$ cat config.mk
export PLATFORM = sky130hd
export DESIGN_NAME = dma_fa_chan
export DESIGN_NICKNAME = d
export VERILOG_FILES = /design/src/rtl/dma_fa_pkg.sv /design/src/rtl/dma_fa_addr_unit.sv /design/src/rtl/dma_fa_req_sel.sv /design/src/rtl/dma_fa_chan.sv
export SDC_FILE = /design/constraint.sdc
export NUM_CORES = 1
export LEC_CHECK = 0
export ABC_AREA = 1
export BUFFER_PORTS_ARGS = -buffer_cell sky130_fd_sc_hd__buf_2
export CAP_MARGIN = 40
export CORE_MARGIN = 8
export CORE_UTILIZATION = 50
export DETAILED_ROUTE_END_ITERATION = 10
export PLACE_DENSITY = 0.73
export SLEW_MARGIN = 20
export SYNTH_ARGS = -nofsm -noshare
export SYNTH_HDL_FRONTEND = slang
export SYNTH_SLANG_ARGS = --single-unit
$ cat constraint.sdc
create_clock -name clk_i -period 2.9 [get_ports clk_i]
set_input_delay 0.29 -clock clk_i [delete_from_list [all_inputs] [get_ports clk_i]]
set_output_delay 0.29 -clock clk_i [all_outputs]
set_load 0.02 [all_outputs]
$ cat src/rtl/dma_fa_pkg.sv
package dma_fa_pkg;

    localparam int DATA_W = 16;
    localparam int BYTE_W = 8;
    localparam int SEL_W  = 4;

    typedef enum logic [1:0] {
        ST_IDLE  = 2'd0,
        ST_READ  = 2'd1,
        ST_WRITE = 2'd2
    } chan_st_e;

    typedef enum logic [2:0] {
        RA_SRC  = 3'd0,
        RA_DST  = 3'd1,
        RA_CNT  = 3'd2,
        RA_BLK  = 3'd3,
        RA_CTRL = 3'd4,
        RA_ENA  = 3'd5
    } reg_sel_e;

    // upd = 0 holds the address; down selects decrement when upd = 1
    typedef struct packed {
        logic upd;
        logic down;
    } step_mode_t;

    typedef struct packed {
        logic             fam;
        logic [SEL_W-1:0] src_sel;
        logic             blk;
        step_mode_t       dst_mode;
        step_mode_t       src_mode;
        logic             word;
    } ctrl_t;

    localparam int CTRL_W = $bits(ctrl_t);

endpackage

$ cat src/rtl/dma_fa_addr_unit.sv
module dma_fa_addr_unit
    import dma_fa_pkg::*;
#(
    parameter int AW = 16
) (
    input  logic [AW-1:0] addr_i,
    input  step_mode_t    mode_i,
    input  logic          word_i,
    output logic [AW-1:0] next_o,
    output logic [AW-1:0] bus_o
);
    logic [AW-1:0] step;

    always_comb begin
        step = word_i ? AW'(2) : AW'(1);
        if (!mode_i.upd) begin
            next_o = addr_i;
        end else if (mode_i.down) begin
            next_o = addr_i - step;
        end else begin
            next_o = addr_i + step;
        end
        bus_o = {addr_i[AW-1:1], addr_i[0] & ~word_i};
    end

endmodule

$ cat src/rtl/dma_fa_req_sel.sv
module dma_fa_req_sel
    import dma_fa_pkg::*;
#(
    parameter int NUM_REQ = 16
) (
    input  logic [NUM_REQ-1:0] req_i,
    input  logic [SEL_W-1:0]   sel_i,
    output logic               hit_o
);
    always_comb begin
        hit_o = 1'b0;
        for (int i = 0; i < NUM_REQ; i++) begin
            if (sel_i == SEL_W'(i)) begin
                hit_o = hit_o | req_i[i];
            end
        end
    end

endmodule

$ cat src/rtl/dma_fa_chan.sv
module dma_fa_chan
    import dma_fa_pkg::*;
#(
    parameter int ADDR_W  = 16,
    parameter int CNT_W   = 16,
    parameter int BLK_W   = 8,
    parameter int NUM_REQ = 16,
    parameter int REG_DW  = 32
) (
    input  logic               clk_i,
    input  logic               rst_ni,
    input  logic [2:0]         reg_addr_i,
    input  logic [REG_DW-1:0]  reg_wdata_i,
    input  logic               reg_we_i,
    output logic [REG_DW-1:0]  reg_rdata_o,
    input  logic [NUM_REQ-1:0] req_i,
    output logic               mem_req_o,
    output logic               mem_we_o,
    output logic               mem_size_o,
    output logic [ADDR_W-1:0]  mem_addr_o,
    output logic [DATA_W-1:0]  mem_wdata_o,
    input  logic [DATA_W-1:0]  mem_rdata_i,
    input  logic               mem_ack_i,
    output logic               irq_o
);
    localparam int NSIDE = 2;

    typedef struct packed {
        chan_st_e          st;
        logic [ADDR_W-1:0] src;
        logic [ADDR_W-1:0] dst;
        logic [CNT_W-1:0]  cnt;
        logic [BLK_W-1:0]  blk_size;
        logic [BLK_W-1:0]  blk_rem;
        ctrl_t             ctrl;
        logic              chan_en;
        logic              master_en;
        logic              irq_en;
        logic              end_flag;
        logic [DATA_W-1:0] data;
    } state_t;

    state_t q, d;

    logic              req_hit;
    logic              armed;
    logic              startable;
    logic              cfg_wr;
    logic              unused_bits;
    logic [ADDR_W-1:0] side_addr [NSIDE];
    step_mode_t        side_mode [NSIDE];
    logic [ADDR_W-1:0] side_next [NSIDE];
    logic [ADDR_W-1:0] side_bus  [NSIDE];

    // signals exposed to the bound checker
    logic chan_en_w, master_en_w, irq_en_w, busy_w;

    assign unused_bits = ^reg_wdata_i;

    dma_fa_req_sel #(.NUM_REQ(NUM_REQ)) u_req_sel (
        .req_i (req_i),
        .sel_i (q.ctrl.src_sel),
        .hit_o (req_hit)
    );

    assign side_addr[0] = q.src;
    assign side_addr[1] = q.dst;
    assign side_mode[0] = q.ctrl.src_mode;
    assign side_mode[1] = q.ctrl.dst_mode;

    generate
        for (genvar g = 0; g < NSIDE; g++) begin : g_side
            dma_fa_addr_unit #(.AW(ADDR_W)) u_addr (
                .addr_i (side_addr[g]),
                .mode_i (side_mode[g]),
                .word_i (q.ctrl.word),
                .next_o (side_next[g]),
                .bus_o  (side_bus[g])
            );
        end
    endgenerate

    always_comb begin
        d         = q;
        cfg_wr    = reg_we_i && (q.st == ST_IDLE);
        armed     = q.chan_en && q.master_en && q.ctrl.fam;
        startable = armed && (q.cnt != '0) && (!q.ctrl.blk || (q.blk_size != '0));

        // register port
        if (cfg_wr) begin
            case (reg_sel_e'(reg_addr_i))
                RA_SRC:  d.src      = reg_wdata_i[ADDR_W-1:0];
                RA_DST:  d.dst      = reg_wdata_i[ADDR_W-1:0];
                RA_CNT:  d.cnt      = reg_wdata_i[CNT_W-1:0];
                RA_BLK:  d.blk_size = reg_wdata_i[BLK_W-1:0];
                RA_CTRL: d.ctrl     = ctrl_t'(reg_wdata_i[CTRL_W-1:0]);
                default: ;
            endcase
        end
        if (reg_we_i && (reg_sel_e'(reg_addr_i) == RA_ENA)) begin
            d.chan_en   = reg_wdata_i[0];
            d.master_en = reg_wdata_i[1];
            d.irq_en    = reg_wdata_i[2];
            d.end_flag  = 1'b0;
        end

        // transfer sequencer
        case (q.st)
            ST_IDLE: begin
                if (startable && req_hit) begin
                    d.st      = ST_READ;
                    d.blk_rem = q.ctrl.blk ? q.blk_size : BLK_W'(1);
                end
            end
            ST_READ: begin
                if (mem_ack_i) begin
                    d.data = mem_rdata_i;
                    d.st   = ST_WRITE;
                end
            end
            ST_WRITE: begin
                if (mem_ack_i) begin
                    d.src     = side_next[0];
                    d.dst     = side_next[1];
                    d.blk_rem = q.blk_rem - BLK_W'(1);
                    if (q.blk_rem == BLK_W'(1)) begin
                        d.cnt = q.cnt - CNT_W'(1);
                        d.st  = ST_IDLE;
                        if (q.cnt == CNT_W'(1)) begin
                            d.chan_en  = 1'b0;
                            d.end_flag = 1'b1;
                        end
                    end else if (!(q.chan_en && q.master_en)) begin
                        d.st = ST_IDLE;
                    end else begin
                        d.st = ST_READ;
                    end
                end
            end
            default: d.st = ST_IDLE;
        endcase
    end

    always_ff @(posedge clk_i or negedge rst_ni) begin
        if (!rst_ni) begin
            q <= '0;
        end else begin
            q <= d;
        end
    end

    always_comb begin
        case (reg_sel_e'(reg_addr_i))
            RA_SRC:  reg_rdata_o = REG_DW'(q.src);
            RA_DST:  reg_rdata_o = REG_DW'(q.dst);
            RA_CNT:  reg_rdata_o = REG_DW'(q.cnt);
            RA_BLK:  reg_rdata_o = REG_DW'(q.blk_size);
            RA_CTRL: reg_rdata_o = REG_DW'(q.ctrl);
            RA_ENA:  reg_rdata_o = REG_DW'({q.irq_en, q.master_en, q.chan_en});
            default: reg_rdata_o = '0;
        endcase
    end

    assign mem_req_o   = (q.st == ST_READ) || (q.st == ST_WRITE);
    assign mem_we_o    = (q.st == ST_WRITE);
    assign mem_size_o  = q.ctrl.word;
    assign mem_addr_o  = (q.st == ST_WRITE) ? side_bus[1] : side_bus[0];
    assign mem_wdata_o = q.ctrl.word ? q.data
                                     : {{(DATA_W-BYTE_W){1'b0}}, q.data[BYTE_W-1:0]};
    assign irq_o       = q.end_flag && q.irq_en;

    assign chan_en_w   = q.chan_en;
    assign master_en_w = q.master_en;
    assign irq_en_w    = q.irq_en;
    assign busy_w      = (q.st != ST_IDLE);

endmodule

Yosys cells after proc, flatten, opt, wreduce, memory -nomap -nowiden
Cells that the tools add are included.
{"block": "totals", "ff_bits": 97, "wordCells": 144, "inputBits": 71}
{"block": "op_classes", "n_bitwise": 18, "n_reduce_logical": 22, "mux": 50, "add_sub_neg": 6, "eq_ne": 29}
{"operator": "$mux 16", "count": 10}
{"operator": "$pmux 16 s6", "count": 1}
{"operator": "$mux 56", "count": 1}
{"operator": "$mux 50", "count": 1}
{"operator": "$mux 48", "count": 1}
{"operator": "$add 16x16->16", "count": 2}
{"operator": "$eq 4x4->1 const B", "count": 8}
{"operator": "$mux 8", "count": 4}
{"operator": "$sub 16x16->16", "count": 2}
{"operator": "$mux 1", "count": 25}
{"operator": "$eq 16x1->1 const B", "count": 1}
{"operator": "$eq 4x3->1 const B", "count": 4}
{"operator": "$pmux 8 s2", "count": 1}
{"operator": "$reduce_bool 16->1", "count": 1}
{"operator": "$sub 16x1->16 const B", "count": 1}
{"operator": "$or 1x1->1", "count": 15}
{"operator": "$eq 4x2->1 const B", "count": 2}
{"operator": "$eq 8x1->1 const B", "count": 1}
{"operator": "$logic_and 1x1->1", "count": 8}
{"operator": "$mux 2", "count": 4}
{"operator": "$reduce_bool 8->1", "count": 1}
{"operator": "$sub 8x1->8 const B", "count": 1}
{"operator": "$eq 3x2->1 const B", "count": 2}
{"operator": "$eq 3x3->1 const B", "count": 2}
{"operator": "other kinds (19)", "count": 26}

Depth between registers and ports, before layout
{"block": "logic_depth", "ltp_word": 35, "ltp_mapped": 15}

By module
Synthesis repeated with hierarchy kept, for this count alone.
{"block": "hier_totals", "hier_cells": 1351, "hier_area_um2": 8633.3}
{"mod": "dma_fa_chan", "cells_per_inst": 800, "seq_area_each_um2": 2427.3, "area_each_um2": 5899.4, "n_inst": 1}
{"mod": "dma_fa_addr_unit (g_side[1].u_addr)", "cells_per_inst": 251, "seq_area_each_um2": 0.0, "area_each_um2": 1255.0, "n_inst": 1}
{"mod": "dma_fa_addr_unit (g_side[0].u_addr)", "cells_per_inst": 251, "seq_area_each_um2": 0.0, "area_each_um2": 1249.9, "n_inst": 1}
{"mod": "dma_fa_req_sel", "cells_per_inst": 49, "seq_area_each_um2": 0.0, "area_each_um2": 229.0, "n_inst": 1}

Least setup slack after synthesis
No wires, ideal clock.
{"block": "synth_path", "path_kind": "register to register", "from": "reg q (netlist bit mem_size_o)", "to": "reg q[93] (netlist name)", "n_path_buf": 1, "path_slack_ns": 0.643, "path_stages_with_launch": 16, "arrival_time_ns": 2.140, "t_required_ns": 2.784, "period_less_slack_ns": 2.257, "cell_sequence": "dfrtp_1 > clkbuf_1 > inv_1 > ha_1 > inv_1 > fa_1 > nand3_1 > nand3_1 > inv_1 > nor2_1 > o21ai_0 > nand2_1 > nand2_1 > nand3_1 > nand2_1 > nand2_1"}
{"block": "synth_between", "elab_chain_len": 6}
{"item": "start: declaration", "line": "dma_fa_chan.sv:43", "text": "state_t q, d;"}
{"item": "start signal: assignment", "line": "dma_fa_chan.sv:146", "text": "q <= '0;"}
{"item": "start signal: assignment", "line": "dma_fa_chan.sv:148", "text": "q <= d;"}
{"item": "$mux 2 *", "line": "dma_fa_addr_unit.sv:15", "text": "step = word_i ? AW'(2) : AW'(1);"}
{"item": "$add 16x16->16 / $sub 16x16->16 (equally long branches)", "line": "dma_fa_addr_unit.sv:21, dma_fa_addr_unit.sv:19"}
{"item": "$mux 16 *", "line": "dma_fa_addr_unit.sv:18", "text": "end else if (mode_i.down) begin"}
{"item": "$mux 16 *", "line": "dma_fa_addr_unit.sv:16", "text": "if (!mode_i.upd) begin"}
{"item": "$mux 50 *", "line": "dma_fa_chan.sv:122", "text": "if (mem_ack_i) begin"}
{"item": "$mux 48 *", "line": "dma_fa_chan.sv:108", "text": "case (q.st)"}
Every way passes the cells marked *; elsewhere a longest branch is shown, timed or not. The select of a mux whose other input is x is not followed.
A chain may end at the register's enable or synchronous reset.

Worst setup path in the final report
{"block": "layout_path", "from": "reg q[95] (netlist name)", "to": "out mem_addr_o[13]"}
{"block": "layout_between", "elab_chain_len": 2}
{"item": "$eq 2x2->1", "line": "dma_fa_chan.sv:167", "text": "assign mem_addr_o = (q.st == ST_WRITE) ? side_bus[1] : side_bus[0];"}
{"item": "$mux 16", "line": "dma_fa_chan.sv:167"}
{"item": "end: declaration", "line": "dma_fa_chan.sv:20", "text": "output logic [ADDR_W-1:0] mem_addr_o,"}
No other way between the ends.

==> run summary <==
The clock period minus final worst setup slack came out at about 2600 ps. The violation count after the first detailed-routing iteration came out at between 600 and 700. The worst clock skew came out at between 10 and 15 ps. The overall global routing resource usage came out at 0.238. Pin placement for this block handled 139 I/O pins.

The die covers 19,600 sq um. The maximum root-to-sink buffer count came out at 2. The area of the core is 15,100 sq um. The largest net degree at the start of global routing is 52. Counting flops with a built-in enable in the synthesized netlist gives 0. The placer congestion estimate came out at 0.966. The final-report max-slew violation count came out at 0. The HPWL after detailed placement came out at around 18 mm. The worst setup timing slack at the placement stage is ~460 ps. Across all hold checks on the routed design, the worst slack comes to about 140 ps. Counting every instance in the synthesized netlist gives 1,121.

After synthesis the netlist holds a flip-flop and latch count of 97. The xor and xnor area share after synthesis came out at 0.0216. Counting distinct cell types in the post-synthesis netlist gives 47. The final standard cell count with taps included and fillers excluded is around 1.4k.

Input and output buffers added on the ports amount to 106. The H-tree generated during clock tree synthesis spans 3 levels. The number of antenna violations at the first check in global routing came out at 0. The layout cell share with drive strength beyond 1 is 0.141.

After synthesis, the share of cell area in mux cells is 0.0234. The detailed-routing iteration count for the pre-antenna-repair pass came out at 7. At the end of the flow, the number of nets in the layout was about 1.3k. For this run, design rule violations remaining after detail routing come to 0.

The final setup violation count is 0. The worst voltage drop across the vdd grid is between 0.5 and 0.6 mV. The number of global-route vias before repair came out at slightly above 7k.

Tracing the worst setup path back leads to its startpoint at q[95]$_DFFE_PN0P_. The worst setup path is of the flop to primary output kind. Based on the critical path, the design can be clocked at up to 0.383 GHz. The kind of launch point of the worst setup path is a flop. Including well taps, the total number of placed cells is 1,385. The summed negative setup slack over all endpoints came out at 0 ps. The die height came out at between 100 and 150 microns. The number of warning messages in the yosys log came out at 0. The post-synthesis sequential area ratio came out at 0.315. The total CTS buffers is 9. STA classifies the critical path endpoint as a primary output. The worst slew margin relative to its limit is 0.509. The data required time at the worst endpoint came out at ~2600 ps. In this run the core area contains 45 standard-cell rows. The maximum net fanout on the critical path is 37. Of the total synthesized cell area, the portion taken by full adders, half adders and majority gates is 0.0685.

The area fraction in compound gates after synthesis is 0.192. The number of max-capacitance violations reported is 0. The buffer type at the clock tree root is clkbuf_16.

In this run the static leakage power is roughly 4.5 nW. The routed wire length came out at roughly 24 mm. Summing over every cut layer, the via total after detailed routing is 7,868. The flow ran to the end, and the final reports show no timing, DRC or antenna violations.

The total overflow left after global routing is 0. The tree built by TritonCTS fans out to 97 sinks. The mapped cell area came out at between 7000 and 8000 sq um. The horizontal extent of the die came out at roughly 140 microns. The arrival time at the worst endpoint is between 2000 and 2500 ps. The source-to-sink clock delay at the later pin of the worst-skew pair is between 300 and 400 ps. The post-placement cell area came out at just over 8000 sq um. For the pin with the worst max-slew slack, the measured transition is 734 ps. The simple-gate area share of the yosys netlist is 0.256. Setup repair after global routing left no endpoint under its margin.

The mean instance size in the synthesized netlist came out at approximately 6.9 sq um. The final design instance area without fill came out at 8620 sq um. Clock-pin slew was measured on the worst setup and hold paths at roughly 80 ps. The power density over cell area came out at 1220 nW/um^2.

The average wire per standard cell is roughly 17 microns. The total of cells resized after clock tree synthesis is 0. The tightest min-delay check is of the input pin to flop type.

In this run the critical register-to-register path is launched from mem_size_o$_DFFE_PN0P_. The effective utilization at floorplan came out at 0.509. The largest family of logic cells by synthesized area is simple AND/OR/NAND/NOR gates. Counting flops with an async set or reset pin after synthesis yields a share of 1.00.

The number of hold violations in the final report is 0. The slack of the critical path is 289 ps. The launch instance of the worst min-delay path is mem_rdata_i[9]. The detail route stage leaves a number of antenna-violating nets equal to 0. The amount of wire on met3 after detailed routing is around 2.2 mm. The layout-stage area growth over the synthesis result is 11.9%. In the synthesized netlist the dominant register cell turns out to be dfrtp_1. The share of the clock period used by the worst path after layout is 0.900.

The met2 layer wire length in the routed design came out at around 11 mm. The length of routed wiring on met1 came out at 9.96 mm. The first global-routing pass estimated 37.5 mm of wire. The via density per instance came out at 5.61.

The clock tree from TritonCTS is done. The detailed router used layers up to and including met4.
==> cell usage in the layout (no fill, tap or decap), types with 3 or more instances in the layout <==
master / n
a211oi_1: 3
conb_1: 16
nor3_1: 4
o21ai_0: 113
buf_4: 11
dfrtp_1: 97
xnor2_1: 4
o21ai_1: 21
o221ai_1: 12
mux2_2: 16
ha_1: 39
a31oi_1: 4
o22ai_1: 30
a21oi_1: 57
nand2_1: 265
xor2_1: 15
nand3_1: 70
o211ai_1: 4
nand4_1: 14
a22oi_1: 10
buf_2: 105
inv_2: 6
nand2_2: 4
inv_1: 157
clkbuf_16: 9
nor2_1: 89
nor3_2: 4
==> flip-flops by register name, summed over array words and instances, names as in the netlist <==
name         count
chan_en_w        1
q               93
mem_size_o       1
master_en_w      1
irq_en_w         1
==> worst max-delay path, cell delays in order, from the launching register on <==
cell	delay (ps)
dfrtp_1	430
inv_1	90
ha_1	180
buf_4	370
clkinv_1	410
o21ai_0	270
buf_2	200
==> final timing paths <==
path	endpoint	slack (ps)	cells after the start
max in group asynchronous	q[89]$_DFFE_PN0P_	1680	3
min in group asynchronous	q[38]$_DFFE_PN0P_	480	2
worst max register to register	q[93]$_DFFE_PN0P_	460	14
worst min-delay path	q[9]$_DFFE_PN0P_	140	2
worst max-delay path	mem_addr_o[13]	290	6
worst min register to register	q[40]$_DFFE_PN0P_	490	2
==> repair_timing <==
item,in CTS,in global routing
setup buffers,0,0
hold endpoints to repair,46,0
endpoints found under the setup margin,0,0
hold buffers,1,0
==> logic make-up (layout without fill, tap and decap cells) <==
logic type / count (synthesis) / count (layout)
and+or+nand+nor: 463 / 463
AOI/OAI and AO/OA: 264 / 264
buffers and inverters: 220 / 298
DFF: 97 / 97
adders and majority gates: 41 / 41
xor gates and xnor gates: 19 / 19
muxes: 16 / 16
other: 1 / 17
==> final cells by class <==
| cell class | count | area [sq um] |
|---|---|---|
| clock buffers | 9 | 225 |
| repair buffers | 118 | 638 |
| well taps | 188 | 235 |
| diodes | 1 | 2.50 |
| flip-flops and latches | 97 | 2430 |
| inverters | 164 | 616 |
| fillers | 1497 | 6520 |
| clock inverters | 7 | 88.8 |
| multi-input cells | 819 | 4390 |
==> Yosys cell counts, types with 2 or more instances <==
| master | n | area (sq um) |
|---|---|---|
| ha_1 | 39 | 488 |
| nand2_2 | 4 | 25.0 |
| nor2_2 | 2 | 12.5 |
| a21o_1 | 2 | 15.0 |
| nor2_1 | 89 | 334 |
| a211oi_1 | 3 | 22.5 |
| inv_2 | 6 | 22.5 |
| o22ai_1 | 30 | 188 |
| buf_1 | 2 | 7.51 |
| o221ai_1 | 12 | 105 |
| o211ai_1 | 4 | 30.0 |
| clkbuf_1 | 12 | 45.0 |
| buf_2 | 15 | 75.1 |
| nand2_1 | 265 | 995 |
| o2111ai_1 | 2 | 17.5 |
| dfrtp_1 | 97 | 2430 |
| fa_1 | 2 | 40.0 |
| nor4_1 | 2 | 12.5 |
| or2_2 | 2 | 12.5 |
| xnor2_1 | 4 | 35.0 |
| a22oi_1 | 10 | 75.1 |
| o21ai_0 | 113 | 566 |
| a21oi_1 | 57 | 285 |
| inv_1 | 157 | 589 |
| o21ai_1 | 21 | 105 |
| nand3_1 | 70 | 350 |
| buf_4 | 27 | 203 |
| nor3_1 | 4 | 20.0 |
| a31oi_1 | 4 | 25.0 |
| nand4_1 | 14 | 87.6 |
| o21a_1 | 2 | 15.0 |
| nor3_2 | 4 | 40.0 |
| xor2_1 | 15 | 131 |
| mux2_2 | 16 | 180 |
==> power by group <==
| part | switching [mW] | internal, mW |
|---|---|---|
| Combinational | 4.25 | 2.37 |
| Sequential | 0.665 | 2.00 |
| Clock | 0.650 | 0.628 |
| Total | 5.57 | 4.99 |
==> per-stage QoR <==
stage	utilization	total power [mW]
2_1_floorplan	-	7.59
3_3_place_gp	0.548	9.09
3_5_place_dp	0.548	9.21
4_1_cts	0.569	10.5
5_1_grt	0.569	11.6
6_report	0.569	10.6
==> metal layers <==
layer | GRT usage | vias up
li1 | - | 3853
met1 | 0.306 | 3625
met2 | 0.380 | 353
met3 | 0.0632 | 37
met4 | 0.0800 | 0
met5 | 0 | -
Power figures use the tool's default switching activity.
